[src/rtl/usb_dev_state_pkg.sv]
// Shared level and event encodings for the enumeration state stepper.
// Assumes the level codes are ordered so that integer comparison gives ladder order.
package usb_dev_state_pkg;

    localparam int LVL_W = 3;
    localparam int EVT_W = 4;

    typedef enum logic [LVL_W-1:0] {
        LVL_INIT       = 3'd0,
        LVL_ATTACHED   = 3'd1,
        LVL_POWERED    = 3'd2,
        LVL_DEFAULT    = 3'd3,
        LVL_ADDRESSED  = 3'd4,
        LVL_CONFIGURED = 3'd5
    } lvl_t;

    typedef enum logic [EVT_W-1:0] {
        EV_NONE      = 4'd0,
        EV_CREATE    = 4'd1,
        EV_HUB_CFG   = 4'd2,
        EV_RESET     = 4'd3,
        EV_ADDR      = 4'd4,
        EV_CFG       = 4'd5,
        EV_DECFG     = 4'd6,
        EV_PWR_INT   = 4'd7,
        EV_HUB_RST   = 4'd8,
        EV_BUS_INACT = 4'd9
    } evt_t;

    // Event for one rung up, keyed by the starting level.
    function automatic evt_t up_event(lvl_t from);
        case (from)
            LVL_ATTACHED:  return EV_HUB_CFG;
            LVL_POWERED:   return EV_RESET;
            LVL_DEFAULT:   return EV_ADDR;
            LVL_ADDRESSED: return EV_CFG;
            default:       return EV_NONE;
        endcase
    endfunction

    // Event for one rung down, keyed by the starting level.
    function automatic evt_t down_event(lvl_t from);
        case (from)
            LVL_CONFIGURED: return EV_DECFG;
            LVL_ADDRESSED:  return EV_RESET;
            LVL_DEFAULT:    return EV_PWR_INT;
            LVL_POWERED:    return EV_HUB_RST;
            default:        return EV_NONE;
        endcase
    endfunction

endpackage

[src/rtl/usb_dev_req_decode.sv]
// Turns the decoded bus-condition strobes into a single target-level request.
// Assumes the strobes are one cycle wide. Simultaneous strobes are resolved by fixed priority.
module usb_dev_req_decode
    import usb_dev_state_pkg::*;
(
    input  logic attach_i,
    input  logic detach_i,
    input  logic bus_reset_i,
    input  logic enum_done_i,
    input  logic set_cfg_i,
    output logic req_valid_o,
    output lvl_t req_lvl_o
);

    // Priority select: unplug, plug, bus reset, set-config, enumeration done.
    always_comb begin
        req_valid_o = 1'b1;
        if (detach_i)         req_lvl_o = LVL_ATTACHED;
        else if (attach_i)    req_lvl_o = LVL_POWERED;
        else if (bus_reset_i) req_lvl_o = LVL_DEFAULT;
        else if (set_cfg_i)   req_lvl_o = LVL_CONFIGURED;
        else if (enum_done_i) req_lvl_o = LVL_ADDRESSED;
        else begin
            req_valid_o = 1'b0;
            req_lvl_o   = LVL_INIT;
        end
    end

endmodule

[src/rtl/usb_dev_step_engine.sv]
// Holds the current level and the latched target, and moves the level one rung per clock.
// Assumes requests are ignored in INIT and only a create pulse leaves INIT.
module usb_dev_step_engine
    import usb_dev_state_pkg::*;
(
    input  logic clk,
    input  logic rst_n,
    input  logic create_i,
    input  logic req_valid_i,
    input  lvl_t req_lvl_i,
    output lvl_t lvl_o,
    output logic busy_o,
    output logic step_up_o,
    output logic step_dn_o,
    output logic created_o
);

    lvl_t lvl_q, tgt_q, tgt_eff, lvl_d, tgt_d;
    logic seen_q;

    // Choose the effective target and the next level.
    always_comb begin
        step_up_o = 1'b0;
        step_dn_o = 1'b0;
        created_o = 1'b0;
        tgt_eff   = req_valid_i ? req_lvl_i : tgt_q;
        lvl_d     = lvl_q;
        tgt_d     = tgt_q;
        if (lvl_q == LVL_INIT) begin
            if (create_i) begin
                created_o = 1'b1;
                lvl_d     = LVL_ATTACHED;
                tgt_d     = LVL_ATTACHED;
            end
        end else begin
            tgt_d = tgt_eff;
            if (tgt_eff > lvl_q) begin
                step_up_o = 1'b1;
                lvl_d     = lvl_t'(lvl_q + 3'd1);
            end else if (tgt_eff < lvl_q) begin
                step_dn_o = 1'b1;
                lvl_d     = lvl_t'(lvl_q - 3'd1);
            end
        end
    end

    // Level and target registers.
    always_ff @(posedge clk) begin
        if (!rst_n) begin
            lvl_q  <= LVL_INIT;
            tgt_q  <= LVL_INIT;
            seen_q <= 1'b0;
        end else begin
            lvl_q  <= lvl_d;
            tgt_q  <= tgt_d;
            seen_q <= 1'b1;
        end
    end

    assign lvl_o  = lvl_q;
    assign busy_o = (lvl_q != tgt_q);


    step_one_level_chk: assert property (@(posedge clk) disable iff (!rst_n)
        (seen_q && $past(lvl_q) != LVL_INIT) |->
        (lvl_q == $past(lvl_q) || lvl_q == lvl_t'($past(lvl_q) + 3'd1) ||
         lvl_q == lvl_t'($past(lvl_q) - 3'd1)));


    init_exit_chk: assert property (@(posedge clk) disable iff (!rst_n)
        (seen_q && $past(lvl_q) == LVL_INIT && lvl_q != LVL_INIT) |->
        (lvl_q == LVL_ATTACHED && $past(create_i)));


    idle_holds_chk: assert property (@(posedge clk) disable iff (!rst_n)
        (seen_q && !$past(busy_o) && !$past(req_valid_i) && !$past(create_i)) |->
        $stable(lvl_q));

endmodule

[src/rtl/usb_dev_event_gen.sv]
// Registers one event code per clock from the step decisions. It defers a suspend event behind a step.
// Assumes at most one of step_up, step_dn and created is high in a cycle.
module usb_dev_event_gen
    import usb_dev_state_pkg::*;
(
    input  logic clk,
    input  logic rst_n,
    input  lvl_t lvl_i,
    input  logic step_up_i,
    input  logic step_dn_i,
    input  logic created_i,
    input  logic suspend_i,
    output logic evt_valid_o,
    output evt_t evt_code_o
);

    logic pend_q, pend_d, susp_want, valid_d;
    evt_t code_d;

    // Pick this cycle's event. A step wins over a suspend, which is kept pending.
    always_comb begin
        susp_want = pend_q | (suspend_i & (lvl_i != LVL_INIT));
        pend_d    = 1'b0;
        valid_d   = 1'b1;
        if (created_i) begin
            code_d = EV_CREATE;
            pend_d = susp_want;
        end else if (step_up_i) begin
            code_d = up_event(lvl_i);
            pend_d = susp_want;
        end else if (step_dn_i) begin
            code_d = down_event(lvl_i);
            pend_d = susp_want;
        end else if (susp_want) begin
            code_d = EV_BUS_INACT;
        end else begin
            code_d  = EV_NONE;
            valid_d = 1'b0;
        end
    end

    // Event output and pending-suspend registers.
    always_ff @(posedge clk) begin
        if (!rst_n) begin
            evt_valid_o <= 1'b0;
            evt_code_o  <= EV_NONE;
            pend_q      <= 1'b0;
        end else begin
            evt_valid_o <= valid_d;
            evt_code_o  <= code_d;
            pend_q      <= pend_d;
        end
    end


    no_empty_event_chk: assert property (@(posedge clk) disable iff (!rst_n)
        evt_valid_o |-> (evt_code_o != EV_NONE));

endmodule

[src/rtl/usb_dev_state_stepper.sv]
// Top of the enumeration state stepper: request decode, step engine, event generator.
// Assumes all condition inputs are synchronous single-cycle strobes.
module usb_dev_state_stepper
    import usb_dev_state_pkg::*;
(
    input  logic             clk,
    input  logic             rst_n,
    input  logic             create_i,
    input  logic             attach_i,
    input  logic             detach_i,
    input  logic             bus_reset_i,
    input  logic             enum_done_i,
    input  logic             set_cfg_i,
    input  logic             suspend_i,
    output logic [LVL_W-1:0] state_o,
    output logic             busy_o,
    output logic             evt_valid_o,
    output logic [EVT_W-1:0] evt_code_o,
    output logic             ep_cfg_allowed_o
);

    logic req_valid, step_up, step_dn, created;
    lvl_t req_lvl, lvl;
    evt_t evt_code;
    logic seen_q;

    usb_dev_req_decode u_decode (
        .attach_i    (attach_i),
        .detach_i    (detach_i),
        .bus_reset_i (bus_reset_i),
        .enum_done_i (enum_done_i),
        .set_cfg_i   (set_cfg_i),
        .req_valid_o (req_valid),
        .req_lvl_o   (req_lvl)
    );

    usb_dev_step_engine u_engine (
        .clk         (clk),
        .rst_n       (rst_n),
        .create_i    (create_i),
        .req_valid_i (req_valid),
        .req_lvl_i   (req_lvl),
        .lvl_o       (lvl),
        .busy_o      (busy_o),
        .step_up_o   (step_up),
        .step_dn_o   (step_dn),
        .created_o   (created)
    );

    usb_dev_event_gen u_events (
        .clk         (clk),
        .rst_n       (rst_n),
        .lvl_i       (lvl),
        .step_up_i   (step_up),
        .step_dn_i   (step_dn),
        .created_i   (created),
        .suspend_i   (suspend_i),
        .evt_valid_o (evt_valid_o),
        .evt_code_o  (evt_code)
    );

    assign state_o          = lvl;
    assign evt_code_o       = evt_code;
    assign ep_cfg_allowed_o = (lvl >= LVL_ADDRESSED);

    // Marks the first cycle after reset so that checks never look before it.
    always_ff @(posedge clk) begin
        if (!rst_n) seen_q <= 1'b0;
        else        seen_q <= 1'b1;
    end


    move_has_event_chk: assert property (@(posedge clk) disable iff (!rst_n)
        (seen_q && state_o != $past(state_o)) |-> evt_valid_o);


    ep_cfg_rise_chk: assert property (@(posedge clk) disable iff (!rst_n)
        (seen_q && $rose(ep_cfg_allowed_o)) |-> (evt_code_o == EV_ADDR));


    ep_cfg_fall_chk: assert property (@(posedge clk) disable iff (!rst_n)
        (seen_q && $fell(ep_cfg_allowed_o)) |-> (evt_code_o == EV_RESET));

endmodule

[config.mk]
export PLATFORM = sky130hd
export DESIGN_NAME = usb_dev_state_stepper
export DESIGN_NICKNAME = d
export VERILOG_FILES = /design/src/rtl/usb_dev_state_pkg.sv /design/src/rtl/usb_dev_req_decode.sv /design/src/rtl/usb_dev_step_engine.sv /design/src/rtl/usb_dev_event_gen.sv /design/src/rtl/usb_dev_state_stepper.sv
export SDC_FILE = /design/constraint.sdc
export NUM_CORES = 1
export LEC_CHECK = 0
export BUFFER_PORTS_ARGS = -buffer_cell sky130_fd_sc_hd__clkbuf_2
export CORE_MARGIN = 4
export CORE_UTILIZATION = 55
export DETAILED_ROUTE_END_ITERATION = 8
export GPL_TIMING_DRIVEN = 0
export PLACE_DENSITY = 0.89
export SLEW_MARGIN = 20
export SYNTH_ARGS = -nofsm -noshare
export SYNTH_HDL_FRONTEND = slang
export SYNTH_SLANG_ARGS = --single-unit
[constraint.sdc]
create_clock -name clk -period 6.8 [get_ports clk]
set_input_delay 1.36 -clock clk [delete_from_list [all_inputs] [get_ports clk]]
set_output_delay 1.36 -clock clk [all_outputs]
set_load 0.01 [all_outputs]
==> results by stage, run 1 <==
Synth:
- The share of Yosys cell area claimed by the top area cell type is 0.295.
- Of all flip-flops after synthesis, the portion carrying an async set or reset was 0.
- The largest total area in the synthesized netlist belongs to sky130_fd_sc_hd__dfxtp_1.
- In this run, synthesis produced a sequential element count of 12.
- The share of synthesized area occupied by flip-flops and latches is 0.295.
- Counting every net in the synthesized netlist gives 117.
- A synthesized cell averages 8.38 um2.
- The Yosys step of the flow raised 0 warnings.
- The number of standard cells after synthesis is 97.
- In this run, synthesis inferred 0 flip-flops with an integrated enable.
- Yosys mapped the design onto 35 distinct sky130hd cell types.
- Ranked by total cell area, the synthesized netlist is headed by sky130_fd_sc_hd__dfxtp_1, sky130_fd_sc_hd__ha_1, sky130_fd_sc_hd__a21oi_1.
- The most instantiated flip-flop cell in the synthesis netlist is sky130_fd_sc_hd__dfxtp_1.
- The synthesized netlist occupies a cell area of 813 um2.

Global route:
- Entering global routing, the biggest net connects 11 pins.
- The first global-routing pass estimated 3.18 mm of wire.
- The via count of the first global-routing pass is 753.
- For this run, the total global-route usage over all layers was measured as 0.212.
- The number of antenna violations at the first check in global routing was 0.
- The total overflow left after global routing is 0.

Drt:
- The post-detailed-routing wire length is 2.02 mm.
- Summing over every cut layer, the via total after detailed routing is 823.
- Using the TritonRoute via totals, the vias-per-cell ratio works out to 6.19.
- The detail route stage leaves a number of antenna-violating nets equal to 0.
- In the routed design, unresolved DRC markers number 0.
- For this block, the initial DRC count from the detailed router was 27.
- The number of iterations in the first detailed-routing pass is 4.
- After detailed routing, the average wire length per cell comes to 15.2 um.

Timing:
- Of the available clock period, the critical path in the final layout requires 0.474.
- The tightest slew margin relative to the limit is 0.556.
- The upper clock frequency limit is 0.310 GHz.
- The max-slew violation count is 0.
- The final-layout setup total negative slack is 0 ps.
- The number of failing hold endpoints at the final stage was 0.
- The worst path needs 3220 ps of the cycle, external delays included.
- The number of endpoints failing setup at the final stage is 0.
- At the pin with the least slew margin, the transition time is 660 ps.
- The clock skew is 2.39 ps.
- Setup repair after global routing left no endpoint under its margin.

Worst hold path:
- The cell depth of the worst min-delay path is 2.
- The path class of the tightest hold or removal check is register to register.

Finish:
- The fraction of layout cells with a size suffix above 1 is 0.229.
- Relative to the synthesized area, the layout overhead comes to 16.2%.
- The post-route cell area is 945 um2.
- The number of filler cells placed in the layout is 110.
- The number of antenna cells inserted is 0.
- The net count reported at finish is 140.
- The sequential cell area is 240 um2.
- The multi-input combinational cells in the finished layout cover a total of 547 um2.
- The count of cells in the finished layout, fillers not included, comes to 133.

Placement:
- The count of buffers added on input and output ports is 18.
- The global placer's final weighted congestion is 0.871.
- The number of placed instances, taps included is 130.
- The instance area after placement is 922 um2.
- The HPWL after detailed placement is 1.58 mm.

Critical path:
- The critical path is of the input port to register type.
- The capturing element type of the critical path is a register.
- Data arrives at the worst endpoint at 3420 ps.
- In this run the worst path has a maximum fanout of 5.
- The required time of the critical path is 6990 ps.
- Measured in cells, the most critical reg-to-reg path has a length of 7.
- The worst setup path is launched from an input port.

Power and ir drop:
- Of the total power, combinational logic draws 0.653.
- The internal power is 0.234 mW.
- The switching power total is 0.223 mW.
- In this run the power density over the cells is 484 nW/um2.
- VDD sags by at most 0.270 mV.
- The static leakage power is 0.410 nW.
- Of the total power, the clock network draws 0.098.
- Of the total power, registers draw 0.249.
- The fraction of power spent switching nets is 0.487.

Clock tree:
- TritonCTS built the clock tree.
- The number of clock buffers added by TritonCTS is 3.
- The number of gates resized after CTS was 0.
- The number of H-tree levels is 1.
- In this run the clock root is driven by a sky130_fd_sc_hd__clkbuf_4.
- Clock-pin slew was measured on the worst setup and hold paths at 70 ps.
- The number of hold buffers added after CTS was 0.
- Buffers added to address setup during post-CTS repair amount to 0.
- No sink is reached through more buffers than the 2 on the longest clock path.
- The clock net in this run drives a total of 12 sinks.
- The worst-skew pair later-pin latency is 280 ps.

Die:
- In this run the core area contains 13 standard-cell rows.
- The standard cell core area is 1350 um2.
- For this configuration, the core starts out at a cell density of 0.602.
- The area of the die is 2160 um2.
- 19 I/O pins were placed.
- The die is 46.5 um tall.
- The die is 46.5 um wide.

Outcome:
- The run finished with clean final reports.

Flow run:
- Max-cap violations in this run came to 0.
synthesized netlist by cell type (all sizes together), types with 2 or more instances:
master,instances
nor2,7
nand2,8
nor3,2
o31ai,3
or3,2
clkbuf,2
nand3,4
and2,2
dfxtp,12
xnor2,3
nand2b,4
inv,5
o21ai,4
a21oi,10
ha,11
critical path, cell delays in order:
cell,delay (ps)
sky130_fd_sc_hd__clkbuf_2,90
sky130_fd_sc_hd__or3b_2,450
sky130_fd_sc_hd__a21oi_1,230
sky130_fd_sc_hd__ha_1,210
sky130_fd_sc_hd__nand3_1,180
sky130_fd_sc_hd__o31ai_1,630
sky130_fd_sc_hd__nand3_1,170
sky130_fd_sc_hd__o31ai_1,100
power by group through the flow:
stage          clock network (mW)  logic, mW  registers (mW)
5_1_grt                    0.0486      0.328           0.117
3_5_place_dp                    0      0.289           0.115
3_3_place_gp                    0      0.276           0.113
2_1_floorplan                   0      0.201           0.119
6_report                   0.0446      0.298           0.114
4_1_cts                    0.0445      0.294           0.113
cells by family after synthesis:
group / share of synthesized area
AO/OA/AOI/OAI: 0.209
XOR/XNOR: 0.0431
adder cells (fa/ha/maj): 0.169
buffers and inverters: 0.0323
flip-flops: 0.295
multiplexers: 0.0262
AND/OR/NAND/NOR: 0.225
final timing paths:
path                                                     start                              to  slack, ps
worst max-delay path                               enum_done_i  u_engine.lvl_o[2]$_SDFFE_PN0P_       3580
worst min-delay path                u_events.pend_q$_SDFF_PN0_      u_events.pend_q$_SDFF_PN0_        600
worst max register to register  u_engine.lvl_o[2]$_SDFFE_PN0P_  u_engine.lvl_o[2]$_SDFFE_PN0P_       4360
worst min register to register      u_events.pend_q$_SDFF_PN0_      u_events.pend_q$_SDFF_PN0_        600
routing by layer:
metal	wire, um	share of wire	track usage
met5	0	0	0
met4	45	0.022	0.142
met3	125	0.062	0.0313
met2	964	0.48	0.360
met1	886	0.44	0.239
final cells by class:
type | count | share of cell area
Multi-Input combinational cell | 78 | 0.579
Sequential cell | 12 | 0.254
Buffer | 2 | 0.00795
Timing Repair Buffer | 18 | 0.0954
Inverter | 5 | 0.0199
Clock buffer | 3 | 0.0238
Tap cell | 15 | 0.0199
cell usage in the layout, fill, tap and decap left out, types with 2 or more instances in the layout:
cell type / Yosys / layout
sky130_fd_sc_hd__nand2_1: 7 / 7
sky130_fd_sc_hd__a21oi_1: 9 / 9
sky130_fd_sc_hd__xnor2_1: 3 / 3
sky130_fd_sc_hd__o31ai_1: 3 / 3
sky130_fd_sc_hd__nand3_1: 4 / 4
sky130_fd_sc_hd__clkbuf_1: 2 / 2
sky130_fd_sc_hd__nand2b_1: 4 / 4
sky130_fd_sc_hd__and2_1: 2 / 2
sky130_fd_sc_hd__nor2_1: 7 / 7
sky130_fd_sc_hd__ha_1: 11 / 11
sky130_fd_sc_hd__nor3_1: 2 / 2
sky130_fd_sc_hd__or3_1: 2 / 2
sky130_fd_sc_hd__inv_1: 5 / 5
sky130_fd_sc_hd__clkbuf_4: 0 / 3
sky130_fd_sc_hd__dfxtp_1: 12 / 12
sky130_fd_sc_hd__clkbuf_2: 0 / 18
sky130_fd_sc_hd__o21ai_0: 4 / 4
registers in the layout (all words and copies together) (netlist names):
signal / count
u_engine.lvl_o: 3
u_events.evt_valid_o: 1
u_events.pend_q: 1
u_engine.tgt_q: 3
u_events.evt_code_o: 4
stage by stage:
step	setup slack, ps	util	power [mW]	hold slack [ps]
6_report	3580	0.700	0.457	600
5_1_grt	3440	0.700	0.494	630
4_1_cts	3590	0.700	0.452	600
3_5_place_dp	3310	0.683	0.404	581
3_3_place_gp	3400	0.683	0.389	549
2_1_floorplan	3680	-	0.320	526
No activity file was read; power rests on OpenSTA's default activity.
==> inputs of run 2 (changes only) <==
--- a/config.mk
+++ b/config.mk
@@ -5,12 +5,13 @@
 export SDC_FILE = /design/constraint.sdc
 export NUM_CORES = 1
 export LEC_CHECK = 0
+export ABC_AREA = 1
 export BUFFER_PORTS_ARGS = -buffer_cell sky130_fd_sc_hd__clkbuf_2
 export CORE_MARGIN = 4
-export CORE_UTILIZATION = 55
+export CORE_UTILIZATION = 52
 export DETAILED_ROUTE_END_ITERATION = 8
 export GPL_TIMING_DRIVEN = 0
-export PLACE_DENSITY = 0.89
+export PLACE_DENSITY = 0.85
 export SLEW_MARGIN = 20
 export SYNTH_ARGS = -nofsm -noshare
 export SYNTH_HDL_FRONTEND = slang
==> constraint.sdc (replaced) <==
create_clock -name clk -period 3.1 [get_ports clk]
set_input_delay 0.62 -clock clk [delete_from_list [all_inputs] [get_ports clk]]
set_output_delay 0.62 -clock clk [all_outputs]
set_load 0.01 [all_outputs]
==> results by stage, run 2 <==
Placement:
- The quantity of I/O buffers inserted on ports is 18 (unchanged).
- The instance area after placement is 986 um2 (was 922 um2).
- The worst slack after detailed placement is 834 ps (was 3310 ps).
- The global placer's final weighted congestion was 0.826 (was 0.871).
- The number of placed instances, taps included came to 157 (was 130).
- The HPWL after detailed placement is 1.60 mm (was 1.58 mm).

Outcome:
- Result of the run: finished, final reports clean (unchanged).

Die:
- The number of top-level pins is 19 (unchanged).
- The number of rows created at floorplan came to 14 (was 13).
- The starting density of the core is 0.568 (was 0.602).
- The standard cell core area is 1540 um2 (was 1350 um2).
- The height of the die is 49.0 um (was 46.5 um).
- The die width is 49.0 um (was 46.5 um).
- The area of the die is 2400 um2 (was 2160 um2).

Drt:
- The post-detailed-routing wire length came to 2.01 mm (was 2.02 mm).
- The routed via count divided by cell count is 5.43 (was 6.19).
- The number of iterations in the first detailed-routing pass was 4 (unchanged).
- The average wire per standard cell was 12.5 um (was 15.2 um).
- The number of remaining DRC errors came to 0 (unchanged).
- The detailed-route via count is 874 (was 823).
- The violation count after the first detailed-routing iteration was 25 (was 27).
- The count of nets left with antenna violations after detail routing is 0 (unchanged).

Timing:
- The final-layout setup total negative slack was 0 ps (unchanged).
- The tightest slew margin relative to the limit was 0.772 (was 0.556).
- The clock skew is 1.72 ps (was 2.39 ps).
- The post-layout worst setup margin was 691 ps (was 3580 ps).
- The max-slew violation count is 0 (unchanged).
- The number of failing hold endpoints at the final stage came to 0 (unchanged).
- RSZ-0062 raised after global routing: no (unchanged).
- Timing would allow up to 0.415 GHz.
- The worst hold-check slack is 510 ps (was 600 ps).
- The worst path needs 2410 ps of the cycle, external delays included.
- The final clock period utilization by the worst path is 0.777.
- The number of endpoints failing setup at the final stage is 0 (unchanged).
- The measured slew at the worst slew-check pin is 341 ps (was 660 ps).

Global route:
- The via count of the first global-routing pass came to 799 (was 753).
- The largest net degree at the start of global routing is 11 (unchanged).
- The total global routing overflow is 0 (unchanged).
- The total routing resource utilization after global routing is 0.177 (was 0.212).
- The first-pass GRT wire length is 3.31 mm (was 3.18 mm).
- The number of antenna violations at the first check in global routing is 0 (unchanged).

Clock tree:
- The TritonCTS clock tree was yes (unchanged).
- The number of H-tree levels was 1 (unchanged).
- The maximum count of clock buffers along a single path is 2 (unchanged).
- The clock transition time at the flip-flop clock pins of the worst setup and hold paths is 70 ps (about the same).
- The total setup buffers inserted after CTS is 0 (unchanged).
- The total clock buffers created by CTS is 3 (unchanged).
- The post-cts resize count came to 0 (unchanged).
- The number of clock sinks is 12 (unchanged).
- The worst-skew pair later-pin latency is 280 ps (about the same).
- The hold-fix buffer count after cts is 0 (unchanged).
- The cell at the root of the clock tree was sky130_fd_sc_hd__clkbuf_4 (unchanged).

Critical path:
- The maximum fanout count along the critical path came to 6 (was 5).
- The critical path start-end classification is register to primary output (was input port to register).
- The most used cell along the critical path is sky130_fd_sc_hd__ha_1.
- The worst path buffer plus inverter count is 2 (was 1).
- The biggest cell delay along the critical path is 490 ps (was 630 ps).
- Cell-by-cell trace of the critical path: inv_1 > ha_1 > ha_1 > or2_2 > clkbuf_2 (was clkbuf_2 > or3b_2 > a21oi_1 > ha_1 > nand3_1 > o31ai_1 > nand3_1 > o31ai_1).
- The arrival time of the worst setup path is 1790 ps (was 3420 ps).
- The kind of start point of the critical path was a register (was input port).
- The kind of cell adding the most delay to the critical path is flip-flops (was compound AO/OA/AOI/OAI gates).
- The worst-path cell with the longest stage delay is sky130_fd_sc_hd__dfxtp_1 (was sky130_fd_sc_hd__o31ai_1).
- The required time of the critical path is 2480 ps (was 6990 ps).
- The capturing element type of the critical path is a primary output (was register).

Synth:
- The leading area contributor after synthesis is sky130_fd_sc_hd__dfxtp_1 (unchanged).
- The number of synthesis warnings was 0 (unchanged).
- The area of the mapped netlist came to 876 um2 (was 813 um2).
- The most instantiated flip-flop cell in the synthesis netlist is sky130_fd_sc_hd__dfxtp_1 (unchanged).
- The mean instance size in the synthesized netlist is 7.12 um2 (was 8.38 um2).
- The number of flops mapped to enable cells by yosys is 0 (unchanged).
- The register bit count reported by yosys is 12 (unchanged).
- The distinct cell type count of the synthesized netlist is 23 (was 35).
- The most frequent cell after synthesis is sky130_fd_sc_hd__nand2_1 (was sky130_fd_sc_hd__dfxtp_1).
- The number of nets produced by synthesis is 143 (was 117).
- The share of synthesized area occupied by flip-flops and latches is 0.274 (was 0.295).
- The number of standard cells after synthesis is 123 (was 97).
- Commonest cells in the synthesized netlist: sky130_fd_sc_hd__nand2_1, sky130_fd_sc_hd__inv_1, sky130_fd_sc_hd__dfxtp_1, sky130_fd_sc_hd__nor2_1, sky130_fd_sc_hd__ha_1 (was sky130_fd_sc_hd__dfxtp_1, sky130_fd_sc_hd__ha_1, sky130_fd_sc_hd__a21oi_1).
- The fraction of registers with async set/reset came to 0 (unchanged).
- The share of Yosys cell area claimed by the top area cell type is 0.274 (was 0.295).
- Top area cells in the synthesized netlist: sky130_fd_sc_hd__dfxtp_1, sky130_fd_sc_hd__ha_1, sky130_fd_sc_hd__nand2_1 (was sky130_fd_sc_hd__dfxtp_1, sky130_fd_sc_hd__ha_1, sky130_fd_sc_hd__a21oi_1).

Finish:
- The post-route cell area is 1020 um2 (was 945 um2).
- The count of placed standard cells in the final layout, fillers left out is 161 (was 133).
- The number of antenna cells inserted was 0 (unchanged).
- The fraction of layout cells with a size suffix above 1 is 0.234 (was 0.229).
- Most used cells in the layout excluding fill and tap cells: sky130_fd_sc_hd__nand2_1, sky130_fd_sc_hd__clkbuf_2, sky130_fd_sc_hd__inv_1, sky130_fd_sc_hd__nor2_1, sky130_fd_sc_hd__dfxtp_1 (was sky130_fd_sc_hd__clkbuf_2, sky130_fd_sc_hd__dfxtp_1, sky130_fd_sc_hd__ha_1, sky130_fd_sc_hd__a21oi_1).
- The net count reported at finish is 166 (was 140).
- The number of flip-flops under the largest register name is 4 (unchanged).
- The layout-stage area growth over the synthesis result was 16.7% (was 16.2%).
- The largest register by flop count was u_events.evt_code_o (unchanged).
- The most common cell after layout, fill and taps aside is sky130_fd_sc_hd__nand2_1 (was sky130_fd_sc_hd__clkbuf_2).

Flow run:
- The max capacitance violation total is 0 (unchanged).

Power and ir drop:
- The power per cell area came to 884 nW/um2 (was 484 nW/um2).
- The internal power is 0.477 mW (was 0.234 mW).
- The largest voltage drop on the vdd net is 0.593 mV (was 0.270 mV).
- The share of total power in the clock network is 0.137 (was 0.098).
- The combinational group share of total power is 0.595 (was 0.653).
- The fraction of power spent switching nets came to 0.472 (was 0.487).
- The static leakage power is 0.533 nW (was 0.410 nW).
- The register share of total power is 0.268 (was 0.249).
- The switching power total is 0.427 mW (was 0.223 mW).

Worst hold path:
- The path class of the lowest-slack min-delay path is register to register (unchanged).
run 2: changes by cell type after synthesis, moves of 3 or more:
cell	delta
sky130_fd_sc_hd__nand2_1	+24
sky130_fd_sc_hd__inv_1	+8
sky130_fd_sc_hd__nor2_1	+5
sky130_fd_sc_hd__nand2b_1	-4
sky130_fd_sc_hd__nand3_1	+4
sky130_fd_sc_hd__nand3_2	+4
sky130_fd_sc_hd__nand4_1	+3
sky130_fd_sc_hd__o21ai_0	-3
sky130_fd_sc_hd__o31ai_1	-3
run 2: tightest hold or removal path: cells and delay by family (launching register included):
family	cells	cell delay, ps
compound gates	1	60
simple gates	1	70
flops	1	330
run 2: stage by stage:
step,power [mW],utilization
detailed placement,0.777,0.640
global placement,0.755,0.640
global route,0.985,0.663
finish,0.904,0.663
floorplan,0.636,-
CTS,0.905,0.663
run 2: kinds of logic after synthesis:
| kind of cell | Yosys count | synth area share |
|---|---|---|
| AO/OA/AOI/OAI | 18 | 0.127 |
| flip-flops | 12 | 0.274 |
| buffers and inverters | 15 | 0.0643 |
| adder cells (fa/ha/maj) | 11 | 0.157 |
| XOR/XNOR | 3 | 0.0300 |
| AND/OR/NAND/NOR | 64 | 0.347 |
run 2: power by group through the flow:
stage	logic [mW]	clock network, mW	registers, mW
6_report	0.538	0.124	0.242
4_1_cts	0.537	0.126	0.242
3_5_place_dp	0.531	0	0.245
3_3_place_gp	0.513	0	0.242
5_1_grt	0.603	0.135	0.247
2_1_floorplan	0.385	0	0.251
run 2: layout make-up:
class / count / area (um2)
inverter: 15 / 56.3
clock buffer: 4 / 36.3
fill: 139 / 519
sequential: 12 / 240
multi-input combinational: 96 / 579
tap: 16 / 20.0
timing repair buffer: 18 / 90.1
run 2: layer usage:
layer,global-route usage,vias to the layer above,share of wire
li1,-,454,-
met1,0.200,396,0.44
met2,0.293,19,0.48
met3,0.0612,5,0.063
met4,0.0852,0,0.019
met5,0,-,0
run 2: final timing paths:
path / slack (ps) / to / cells past startpoint / from
setup / recovery: 690 / ep_cfg_allowed_o / 5 / u_engine.lvl_o[1]$_SDFFE_PN0P_
hold / removal: 510 / u_engine.tgt_q[1]$_SDFFE_PN0P_ / 2 / u_engine.tgt_q[1]$_SDFFE_PN0P_
setup reg to reg: 1110 / u_events.evt_code_o[3]$_SDFF_PP0_ / 7 / u_engine.lvl_o[2]$_SDFFE_PN0P_
hold reg to reg: 510 / u_engine.tgt_q[1]$_SDFFE_PN0P_ / 2 / u_engine.tgt_q[1]$_SDFFE_PN0P_
==> inputs of run 3 (changes only) <==
--- a/config.mk
+++ b/config.mk
@@ -8,10 +8,10 @@
 export ABC_AREA = 1
 export BUFFER_PORTS_ARGS = -buffer_cell sky130_fd_sc_hd__clkbuf_2
 export CORE_MARGIN = 4
-export CORE_UTILIZATION = 52
+export CORE_UTILIZATION = 47
 export DETAILED_ROUTE_END_ITERATION = 8
 export GPL_TIMING_DRIVEN = 0
-export PLACE_DENSITY = 0.85
+export PLACE_DENSITY = 0.81
 export SLEW_MARGIN = 20
 export SYNTH_ARGS = -nofsm -noshare
 export SYNTH_HDL_FRONTEND = slang
==> constraint.sdc (replaced) <==
create_clock -name clk -period 2 [get_ports clk]
set_input_delay 0.4 -clock clk [delete_from_list [all_inputs] [get_ports clk]]
set_output_delay 0.4 -clock clk [all_outputs]
set_load 0.01 [all_outputs]
==> results by stage, run 3 (same netlist as run 2, synthesis figures left out) <==
Outcome:
- Result of the run: finished, final reports clean (unchanged).

Power and ir drop:
- The static leakage power was 0.552 nW (was 0.533 nW).
- The fraction of power spent switching nets was 0.456 (was 0.472).
- The internal power was 0.797 mW (was 0.477 mW).
- The share of total power in the clock network was 0.131 (was 0.137).
- The largest voltage drop on the vdd net is 0.665 mV (was 0.593 mV).
- The combinational group share of total power came to 0.611 (was 0.595).
- The switching power total is 0.669 mW (was 0.427 mW).
- The power per cell area is 1360 nW/um2 (was 884 nW/um2).
- The register share of total power was 0.258 (was 0.268).

Timing:
- The max-slew violation count is 0 (unchanged).
- The clock skew was 4.27 ps (was 1.72 ps).
- The post-layout worst setup margin is 86.3 ps (was 691 ps).
- The tightest slew margin relative to the limit is 0.858 (was 0.772).
- RSZ-0062 raised after global routing: no (unchanged).
- The final-layout setup total negative slack is 0 ps (unchanged).
- Counting I/O delays and the setup requirement, the final critical path takes 1910 ps.
- In the finished design, the share of the clock period the worst path needs comes to 0.957.
- The number of endpoints failing setup at the final stage came to 0 (unchanged).
- The measured slew at the worst slew-check pin is 211 ps (was 341 ps).
- The number of failing hold endpoints at the final stage is 0 (unchanged).
- For this run, the top clock speed supported by timing is 0.523 GHz.
- The worst hold-check slack is 404 ps (was 510 ps).

Critical path:
- Cell-by-cell trace of the critical path: o31a_1 > ha_1 > a21oi_2 > nand3_2 > nand2_1 > o21ai_0 > nor3b_2 (was inv_1 > ha_1 > ha_1 > or2_2 > clkbuf_2).
- The termination of the worst setup path was u_events.evt_code_o[3]$_SDFF_PP0_ (was ep_cfg_allowed_o).
- The start point of the critical path was u_engine.tgt_q[2]$_SDFFE_PN0P_ (was u_engine.lvl_o[1]$_SDFFE_PN0P_).
- The worst-path cell with the longest stage delay is sky130_fd_sc_hd__ha_1 (was sky130_fd_sc_hd__dfxtp_1).
- The reg-to-reg endpoint was u_events.evt_code_o[3]$_SDFF_PP0_ (unchanged).
- The arrival time of the worst setup path was 2080 ps (was 1790 ps).
- The capturing element type of the critical path was a register (was primary output).
- The kind of start point of the critical path is a register (unchanged).
- The biggest cell delay along the critical path was 370 ps (was 490 ps).
- The kind of cell adding the most delay to the critical path was compound AO/OA/AOI/OAI gates (was flip-flops).
- The worst path buffer plus inverter count was 0 (was 2).
- The maximum fanout count along the critical path is 7 (was 6).
- The required time of the critical path was 2170 ps (was 2480 ps).
- The critical path start-end classification is register to register (was register to primary output).
- The critical register-to-register path startpoint is u_engine.tgt_q[2]$_SDFFE_PN0P_ (was u_engine.lvl_o[2]$_SDFFE_PN0P_).
- The setup slack of the most critical reg-to-reg path is 90 ps (was 1110 ps).
- The logic depth of the worst setup path including buffers is 7 (was 5).
- The worst reg2reg path depth is 7 (unchanged).

Clock tree:
- The clock transition time at the flip-flop clock pins of the worst setup and hold paths is 80 ps (was 70 ps).
- The cell at the root of the clock tree is sky130_fd_sc_hd__clkbuf_4 (unchanged).
- The hold-fix buffer count after cts is 0 (unchanged).
- The maximum count of clock buffers along a single path is 2 (unchanged).
- The TritonCTS clock tree is yes (unchanged).
- The number of H-tree levels is 1 (unchanged).
- The total clock buffers created by CTS is 3 (unchanged).
- The number of clock sinks is 12 (unchanged).
- The worst-skew pair later-pin latency was 270 ps (was 280 ps).

Die:
- The number of top-level pins is 19 (unchanged).
- The starting density of the core is 0.502 (was 0.568).
- The area of the die is 2620 um2 (was 2400 um2).
- The die width is 51.2 um (was 49.0 um).
- The number of rows created at floorplan is 15 (was 14).
- The standard cell core area is 1750 um2 (was 1540 um2).
- The height of the die is 51.2 um (was 49.0 um).

Finish:
- The net count reported at finish was 170 (was 166).
- The number of antenna cells inserted is 0 (unchanged).
- The fraction of layout cells with a size suffix above 1 is 0.295 (was 0.234).
- Most used cells in the layout excluding fill and tap cells: sky130_fd_sc_hd__nand2_1, sky130_fd_sc_hd__clkbuf_2, sky130_fd_sc_hd__inv_1, sky130_fd_sc_hd__nor2_1 (was sky130_fd_sc_hd__nand2_1, sky130_fd_sc_hd__clkbuf_2, sky130_fd_sc_hd__inv_1, sky130_fd_sc_hd__nor2_1, sky130_fd_sc_hd__dfxtp_1).
- The sequential cell area is 249 um2 (was 240 um2).
- The count of placed standard cells in the final layout, fillers left out was 174 (was 161).
- The number of flip-flops under the largest register name is 4 (unchanged).
- The layout-stage area growth over the synthesis result is 23.0% (was 16.7%).
- The largest register by flop count was u_events.evt_code_o (unchanged).
- The number of filler cells placed in the layout is 158 (was 139).
- The most common cell after layout, fill and taps aside was sky130_fd_sc_hd__nand2_1 (unchanged).
- The area occupied by multi-input gates came to 584 um2 (was 579 um2).
- The post-route cell area was 1080 um2 (was 1020 um2).

Global route:
- The first-pass GRT wire length was 3.28 mm (was 3.31 mm).
- The via count of the first global-routing pass came to 804 (was 799).
- The total global routing overflow was 0 (unchanged).
- The largest net degree at the start of global routing is 11 (unchanged).
- The total routing resource utilization after global routing is 0.165 (was 0.177).
- The number of antenna violations at the first check in global routing is 0 (unchanged).

Drt:
- The violation count after the first detailed-routing iteration is 23 (was 25).
- The number of iterations in the first detailed-routing pass is 4 (unchanged).
- The detailed-route via count came to 876 (was 874).
- The post-detailed-routing wire length was 1.95 mm (was 2.01 mm).
- The average wire per standard cell is 11.2 um (was 12.5 um).
- The routed via count divided by cell count was 5.03 (was 5.43).
- The count of nets left with antenna violations after detail routing is 0 (unchanged).
- The number of remaining DRC errors is 0 (unchanged).

Placement:
- The number of placed instances, taps included is 166 (was 157).
- The quantity of I/O buffers inserted on ports is 18 (unchanged).
- The instance area after placement is 997 um2 (was 986 um2).
- The HPWL after detailed placement was 1.54 mm (was 1.60 mm).
- The worst slack after detailed placement is -107 ps (was 834 ps).
- The global placer's final weighted congestion is 0.806 (was 0.826).

Flow run:
- The max capacitance violation total is 0 (unchanged).

Worst hold path:
- The path class of the lowest-slack min-delay path is input port to register (was register to register).
run 3: cell types whose count changed in the layout (fill, tap and decap cells not counted), sizes merged:
cell / before / now
buf: 0 / 4
run 3: layout make-up:
cell class                      count  area share
Clock buffer                        4      0.0337
Tap cell                           25      0.0290
Timing Repair Buffer               22       0.111
Inverter                           15      0.0523
Sequential cell                    12       0.231
Multi-Input combinational cell     96       0.542
run 3: what timing repair did:
action	CTS	global route
setup buffers	0	4
endpoints found under the hold margin	0	0
endpoints found under the setup margin	2	1
resized for setup	6	2
run 3: power by group through the flow:
stage                     clock network, mW  registers (mW)  logic, mW
after floorplan                           0           0.389      0.597
after global placement                    0           0.377      0.794
after detailed placement                  0           0.379      0.824
after CTS                             0.195           0.384      0.833
after global routing                  0.208           0.386       1.03
final                                 0.193           0.378      0.896
run 3: stage by stage:
step	total power, mW	util
CTS	1.41	0.599
finish	1.47	0.617
detailed placement	1.20	0.571
global placement	1.17	0.571
global route	1.62	0.617
floorplan	0.986	-
run 3: worst min path at each step:
| stage | endpoint | from | slack, ps | depth (start not counted) |
|---|---|---|---|---|
| floorplan | u_engine.tgt_q[1]$_SDFFE_PN0P_ | u_engine.tgt_q[1]$_SDFFE_PN0P_ | 470 | 2 |
| CTS | u_events.evt_valid_o$_SDFF_PN0_ | rst_n | 400 | 2 |
| global placement | u_engine.tgt_q[1]$_SDFFE_PN0P_ | u_engine.tgt_q[1]$_SDFFE_PN0P_ | 490 | 2 |
| finish | u_events.evt_valid_o$_SDFF_PN0_ | rst_n | 400 | 2 |
| detailed placement | u_engine.tgt_q[1]$_SDFFE_PN0P_ | u_engine.tgt_q[1]$_SDFFE_PN0P_ | 500 | 2 |
| global route | u_events.evt_valid_o$_SDFF_PN0_ | rst_n | 410 | 2 |
run 3: routing by layer:
| metal | global-route usage | routed length [um] | share of wire | vias to the layer above |
|---|---|---|---|---|
| met5 | 0 | 0 | 0 | - |
| met4 | 0.0269 | 10 | 0.0051 | 0 |
| met3 | 0.0525 | 125 | 0.064 | 2 |
| met2 | 0.300 | 947 | 0.49 | 27 |
| met1 | 0.190 | 864 | 0.44 | 392 |
| li1 | - | - | - | 455 |
